<file path="src/rtl/opnd_bypass_pkg.sv">
package opnd_bypass_pkg;
  typedef enum logic [1:0] {
    SRC_RFILE = 2'b00,
    SRC_WBACK = 2'b01,
    SRC_MSTAGE = 2'b10,
    SRC_RSVD  = 2'b11
  } opnd_src_e;

  localparam int unsigned NUM_OPND = 2;
endpackage

</file>
<file path="src/rtl/bypass_hit.sv">
module bypass_hit #(
  parameter int unsigned REG_W = 5
) (
  input  logic             prod_wen,
  input  logic [REG_W-1:0] prod_dst,
  input  logic [REG_W-1:0] cons_src,
  output logic             hit
);
  logic dst_live;

  always_comb begin
    dst_live = prod_wen && (prod_dst != '0);
    hit      = dst_live && (prod_dst == cons_src);
  end
endmodule

</file>
<file path="src/rtl/bypass_pick.sv">
module bypass_pick
  import opnd_bypass_pkg::*;
#(
  parameter int unsigned REG_W = 5
) (
  input  logic             mem_wen,
  input  logic [REG_W-1:0] mem_dst,
  input  logic             wb_wen,
  input  logic [REG_W-1:0] wb_dst,
  input  logic [REG_W-1:0] src_idx,
  output opnd_src_e        sel
);
  logic mem_hit;
  logic wb_hit;

  bypass_hit #(.REG_W(REG_W)) u_mem_hit (
    .prod_wen(mem_wen), .prod_dst(mem_dst), .cons_src(src_idx), .hit(mem_hit)
  );

  bypass_hit #(.REG_W(REG_W)) u_wb_hit (
    .prod_wen(wb_wen), .prod_dst(wb_dst), .cons_src(src_idx), .hit(wb_hit)
  );

  always_comb begin
    if (mem_hit)     sel = SRC_MSTAGE;
    else if (wb_hit) sel = SRC_WBACK;
    else             sel = SRC_RFILE;
  end

  always_comb begin
    if (src_idx == '0) begin
      assert_zero_src_R6: assert (sel == SRC_RFILE)
        else $error("register zero forwarded");
    end
    if (mem_hit) begin
      assert_newest_wins_R4: assert (sel == SRC_MSTAGE)
        else $error("memory-stage match lost priority");
    end
  end
endmodule

</file>
<file path="src/rtl/opnd_mux.sv">
module opnd_mux
  import opnd_bypass_pkg::*;
#(
  parameter int unsigned DATA_W = 32
) (
  input  opnd_src_e         sel,
  input  logic [DATA_W-1:0] rf_val,
  input  logic [DATA_W-1:0] mem_val,
  input  logic [DATA_W-1:0] wb_val,
  output logic [DATA_W-1:0] opnd
);
  always_comb begin
    unique case (sel)
      SRC_MSTAGE: opnd = mem_val;
      SRC_WBACK:  opnd = wb_val;
      default:    opnd = rf_val;
    endcase
  end
endmodule

</file>
<file path="src/rtl/opnd_bypass_unit.sv">
module opnd_bypass_unit
  import opnd_bypass_pkg::*;
#(
  parameter int unsigned REG_W  = 5,
  parameter int unsigned DATA_W = 32
) (
  input  logic [REG_W-1:0]  exe_src0_idx,
  input  logic [REG_W-1:0]  exe_src1_idx,
  input  logic [REG_W-1:0]  mem_dst_idx,
  input  logic              mem_wr_en,
  input  logic [REG_W-1:0]  wb_dst_idx,
  input  logic              wb_wr_en,
  input  logic [DATA_W-1:0] rf_rd0_data,
  input  logic [DATA_W-1:0] rf_rd1_data,
  input  logic [DATA_W-1:0] mem_alu_data,
  input  logic [DATA_W-1:0] wb_wr_data,
  output logic [1:0]        fwd_sel0,
  output logic [1:0]        fwd_sel1,
  output logic [DATA_W-1:0] alu_opnd0,
  output logic [DATA_W-1:0] alu_opnd1
);
  logic [NUM_OPND-1:0][REG_W-1:0]  src_vec;
  logic [NUM_OPND-1:0][DATA_W-1:0] rf_vec;
  logic [NUM_OPND-1:0][DATA_W-1:0] opnd_vec;
  opnd_src_e                       sel_vec [NUM_OPND];

  assign src_vec[0] = exe_src0_idx;
  assign src_vec[1] = exe_src1_idx;
  assign rf_vec[0]  = rf_rd0_data;
  assign rf_vec[1]  = rf_rd1_data;

  for (genvar g = 0; g < NUM_OPND; g++) begin : g_opnd
    bypass_pick #(.REG_W(REG_W)) u_pick (
      .mem_wen(mem_wr_en), .mem_dst(mem_dst_idx),
      .wb_wen(wb_wr_en),   .wb_dst(wb_dst_idx),
      .src_idx(src_vec[g]), .sel(sel_vec[g])
    );
    opnd_mux #(.DATA_W(DATA_W)) u_mux (
      .sel(sel_vec[g]), .rf_val(rf_vec[g]), .mem_val(mem_alu_data),
      .wb_val(wb_wr_data), .opnd(opnd_vec[g])
    );
  end

  assign fwd_sel0  = sel_vec[0];
  assign fwd_sel1  = sel_vec[1];
  assign alu_opnd0 = opnd_vec[0];
  assign alu_opnd1 = opnd_vec[1];

  always_comb begin
    assert_no_rsvd_code_R7: assert (fwd_sel0 != 2'b11 && fwd_sel1 != 2'b11)
      else $error("reserved select produced");
    if (!mem_wr_en) begin
      assert_mem_off_R5: assert (fwd_sel0 != 2'b10 && fwd_sel1 != 2'b10)
        else $error("disabled memory stage selected");
    end
    if (!wb_wr_en) begin
      assert_wb_off_R5: assert (fwd_sel0 != 2'b01 && fwd_sel1 != 2'b01)
        else $error("disabled writeback stage selected");
    end
    if (mem_wr_en && mem_dst_idx != '0 && mem_dst_idx == exe_src0_idx) begin
      assert_mem_hit_a_R1: assert (fwd_sel0 == 2'b10)
        else $error("operand 0 missed memory-stage match");
    end
    if (mem_wr_en && mem_dst_idx != '0 && mem_dst_idx == exe_src1_idx) begin
      assert_mem_hit_b_R2: assert (fwd_sel1 == 2'b10)
        else $error("operand 1 missed memory-stage match");
    end
    if (fwd_sel0 == 2'b10) begin
      assert_data_a_R8: assert (alu_opnd0 == mem_alu_data)
        else $error("operand 0 data disagrees with select");
    end
    if (fwd_sel1 == 2'b01) begin
      assert_data_b_R8: assert (alu_opnd1 == wb_wr_data)
        else $error("operand 1 data disagrees with select");
    end
  end
endmodule

</file>
<file path="config.mk">
export PLATFORM = sky130hd
export DESIGN_NAME = opnd_bypass_unit
export DESIGN_NICKNAME = d
export VERILOG_FILES = /design/src/rtl/opnd_bypass_pkg.sv /design/src/rtl/bypass_hit.sv /design/src/rtl/bypass_pick.sv /design/src/rtl/opnd_mux.sv /design/src/rtl/opnd_bypass_unit.sv
export SDC_FILE = /design/constraint.sdc
export NUM_CORES = 1
export LEC_CHECK = 0
export BUFFER_PORTS_ARGS = -buffer_cell sky130_fd_sc_hd__buf_2
export CAP_MARGIN = 20
export CORE_ASPECT_RATIO = 0.5
export CORE_UTILIZATION = 40
export DETAILED_ROUTE_END_ITERATION = 7
export PLACE_DENSITY = 0.86
export SLEW_MARGIN = 20
export SYNTH_ARGS = -nofsm -noshare
export SYNTH_HDL_FRONTEND = slang
export SYNTH_SLANG_ARGS = --single-unit
export TNS_END_PERCENT = 10
</file>
<file path="constraint.sdc">
create_clock -name vclk -period 3.7
set_input_delay 0.185 -clock vclk [all_inputs]
set_output_delay 0.185 -clock vclk [all_outputs]
set_load 0.005 [all_outputs]
</file>
==> results by group <==
Status
  • Status: finished clean

Placement
  • RePlAce Congestion: 0.9425
  • Buffers on Ports: 218
  • Place WS: 1.305 ns
  • Dpl hpwl: 9242 µm

Final layout
  • Filler cell count: 642
  • CLK BUF: 0
  • Layout area overhead: 43.80%
  • FF+latch count: 0
  • FF+latch area: 0 µm²
  • Layout cells sized above 1: 40.38%
  • Ant. Diodes: 0
  • Multi-input logic area: 2350 µm²
  • Final nets: 781

Critical path
  • Critical path launch point type: primary input
  • Worst path required time: 3.51 ns
  • CP Capture Type: output port
  • Critical Path Fanout Max: 34
  • Ordered cell list for the critical path: buf_2 > nor4_1 > buf_4 > a21bo_2 > buf_12 > o31ai_1 > a31oi_1 > buf_2
  • CP max stage cell: a21bo_2
  • CP peak stage delay: 0.62 ns
  • CP Class: in2out
  • Worst Path Arrival: 2.27 ns
  • Most used cell, CP: buf_2

Global route
  • Global-route wire length before repair: 19750 µm
  • GRT Overall Usage: 35.97%
  • Largest net degree at the start of global routing: 35
  • Gr ovfl total: 0
  • Initial antenna violation count: 0
  • Number of global-route vias before repair: 4052

Floorplan
  • Die area: 6807 µm²
  • Die Wd: 115.7 µm
  • Row count: 20
  • Core Area: 6156 µm²
  • Starting Density: 41.99%
  • Die Span Y: 58.85 µm
  • IO Count: 218

Logic synthesis
  • Syn_nets: 614
  • Synth warn: 0
  • Post-Syn Area: 2585 µm²
  • Leading post-synthesis cells by cell area: o31ai_1, nor4_1, a31oi_1
  • Most frequent cell after synthesis: nand2_1
  • Synth Instances: 464
  • Synth top area share: 18.59%
  • Sequential share of the synthesized area: 0%
  • Most instantiated cells after synthesis: nand2_1, nor4_1, a31oi_1, nor3_1, o31ai_1
  • Post-synth top area cell: o31ai_1
  • Distinct cells, synth: 22
  • Synthesized area per cell: 5.571 µm²

Pwr
  • Leak: 1.412 nW
  • Power Dens Cells: 138.6 nW/µm²
  • Worst VDD drop: 82.94 µV
  • Overall power: 0.5152 mW

Routing
  • DR iter-0 viols: 689
  • DR vias: 4660
  • Drt total wl: 12970 µm
  • WL per Instance: 18.09 µm
  • Vias/cell: 6.499
  • Antenna Violating Nets Remaining: 0
  • Remaining routing DRC violations: 0
  • DRT Pass-1 Iters: 5

Timing
  • Worst hold slack: 0.7088 ns
  • Tmin final: 2.457 ns
  • Hold Fails Final Rpt: 0
  • Worst setup slack after layout: 1.243 ns
  • Max Fclk: 0.4070 GHz
  • Slew Viols, Final: 0
  • Unrepaired setup endpoints after global routing: false
  • Period utilization: 66.41%
  • Worst slew margin: 48.17%
  • TNS Setup: 0 ns
  • Endpoints failing setup: 0
  • Actual slew at the worst max-slew pin: 0.7774 ns

Run
  • Max_cap viols: 0

CTS
  • Postcts setup bufs: 0
  • CTS-repair resized insts: 0
  • CTS Hold Bufs: 0

Hold path
  • HP Class: in2out
  • Hold_sp: rf_rd0_data[19]
  • Worst hold stages: 4
  • Hold endpoint: alu_opnd0[19]
-- final cells by class --
cell class | instances | area share [%]
Tap cell | 88 | 2.962
Multi-Input combinational cell | 389 | 63.21
Inverter | 3 | 0.3029
Timing Repair Buffer | 237 | 33.52
-- power by group --
| part | total [mW] | switching (mW) | internal (mW) |
|---|---|---|---|
| combinational | 0.515 | 0.330 | 0.186 |
| clock | 0 | 0 | 0 |
| sequential | 0 | 0 | 0 |
-- logic make-up (layout without fill, tap and decap cells) --
logic type | after synthesis | count (layout) | share of synthesized area (%)
buffers and inverters | 75 | 240 | 11.81
AO/OA/AOI/OAI | 133 | 133 | 36.01
XOR/XNOR | 20 | 20 | 6.776
AND/OR/NAND/NOR | 236 | 236 | 45.40
-- per-stage QoR --
step | std cells | area (µm²) | utilization, %
floorplan | 464 | 2585 | -
global placement | 717 | 3717 | 60.39
detailed placement | 717 | 3717 | 60.39
CTS | 717 | 3717 | 60.39
global route | 717 | 3717 | 60.39
finish | 717 | 3717 | 60.39
-- layout by cell type (no fill, tap or decap), types with 2 or more instances in the layout --
master / instances
buf_2: 218
nand2_1: 96
nor4_1: 65
o31ai_1: 64
nor3_1: 64
a31oi_1: 64
buf_4: 18
xnor2_1: 10
xor2_2: 6
xor2_1: 4
or2_1: 3
o211ai_2: 2
nand4_1: 2
inv_2: 2
or3_1: 2
a211oi_4: 2
nor4_2: 2
-- how the worst max path moves through the flow --
stage / endpoint / from / cells after the start / slack [ns]
final: alu_opnd0[0] / wb_dst_idx[0] / 8 / 1.24
after detailed placement: alu_opnd0[13] / mem_dst_idx[4] / 7 / 1.31
after floorplan: fwd_sel1[0] / mem_dst_idx[4] / 6 / 2.01
after CTS: alu_opnd0[15] / wb_dst_idx[2] / 8 / 1.29
after global routing: alu_opnd0[0] / wb_dst_idx[0] / 8 / 1.15
after global placement: alu_opnd0[15] / wb_dst_idx[2] / 8 / 1.32
-- critical path: cells and delay by family --
kind | cells | cell delay, ns
compound gates | 3 | 1.01
buf+inv | 4 | 0.77
simple gates | 1 | 0.27
-- layer usage --
metal	share of wire, %	global-route usage [%]	wire [µm]	vias up
met5	0	0	0	-
met2	46	58.68	5901	375
li1	-	-	-	2132
met1	39	49.44	5064	2111
met3	14	6.694	1756	42
met4	1.9	8.608	245	0
Note: power is estimated with default switching activity, not from simulation.
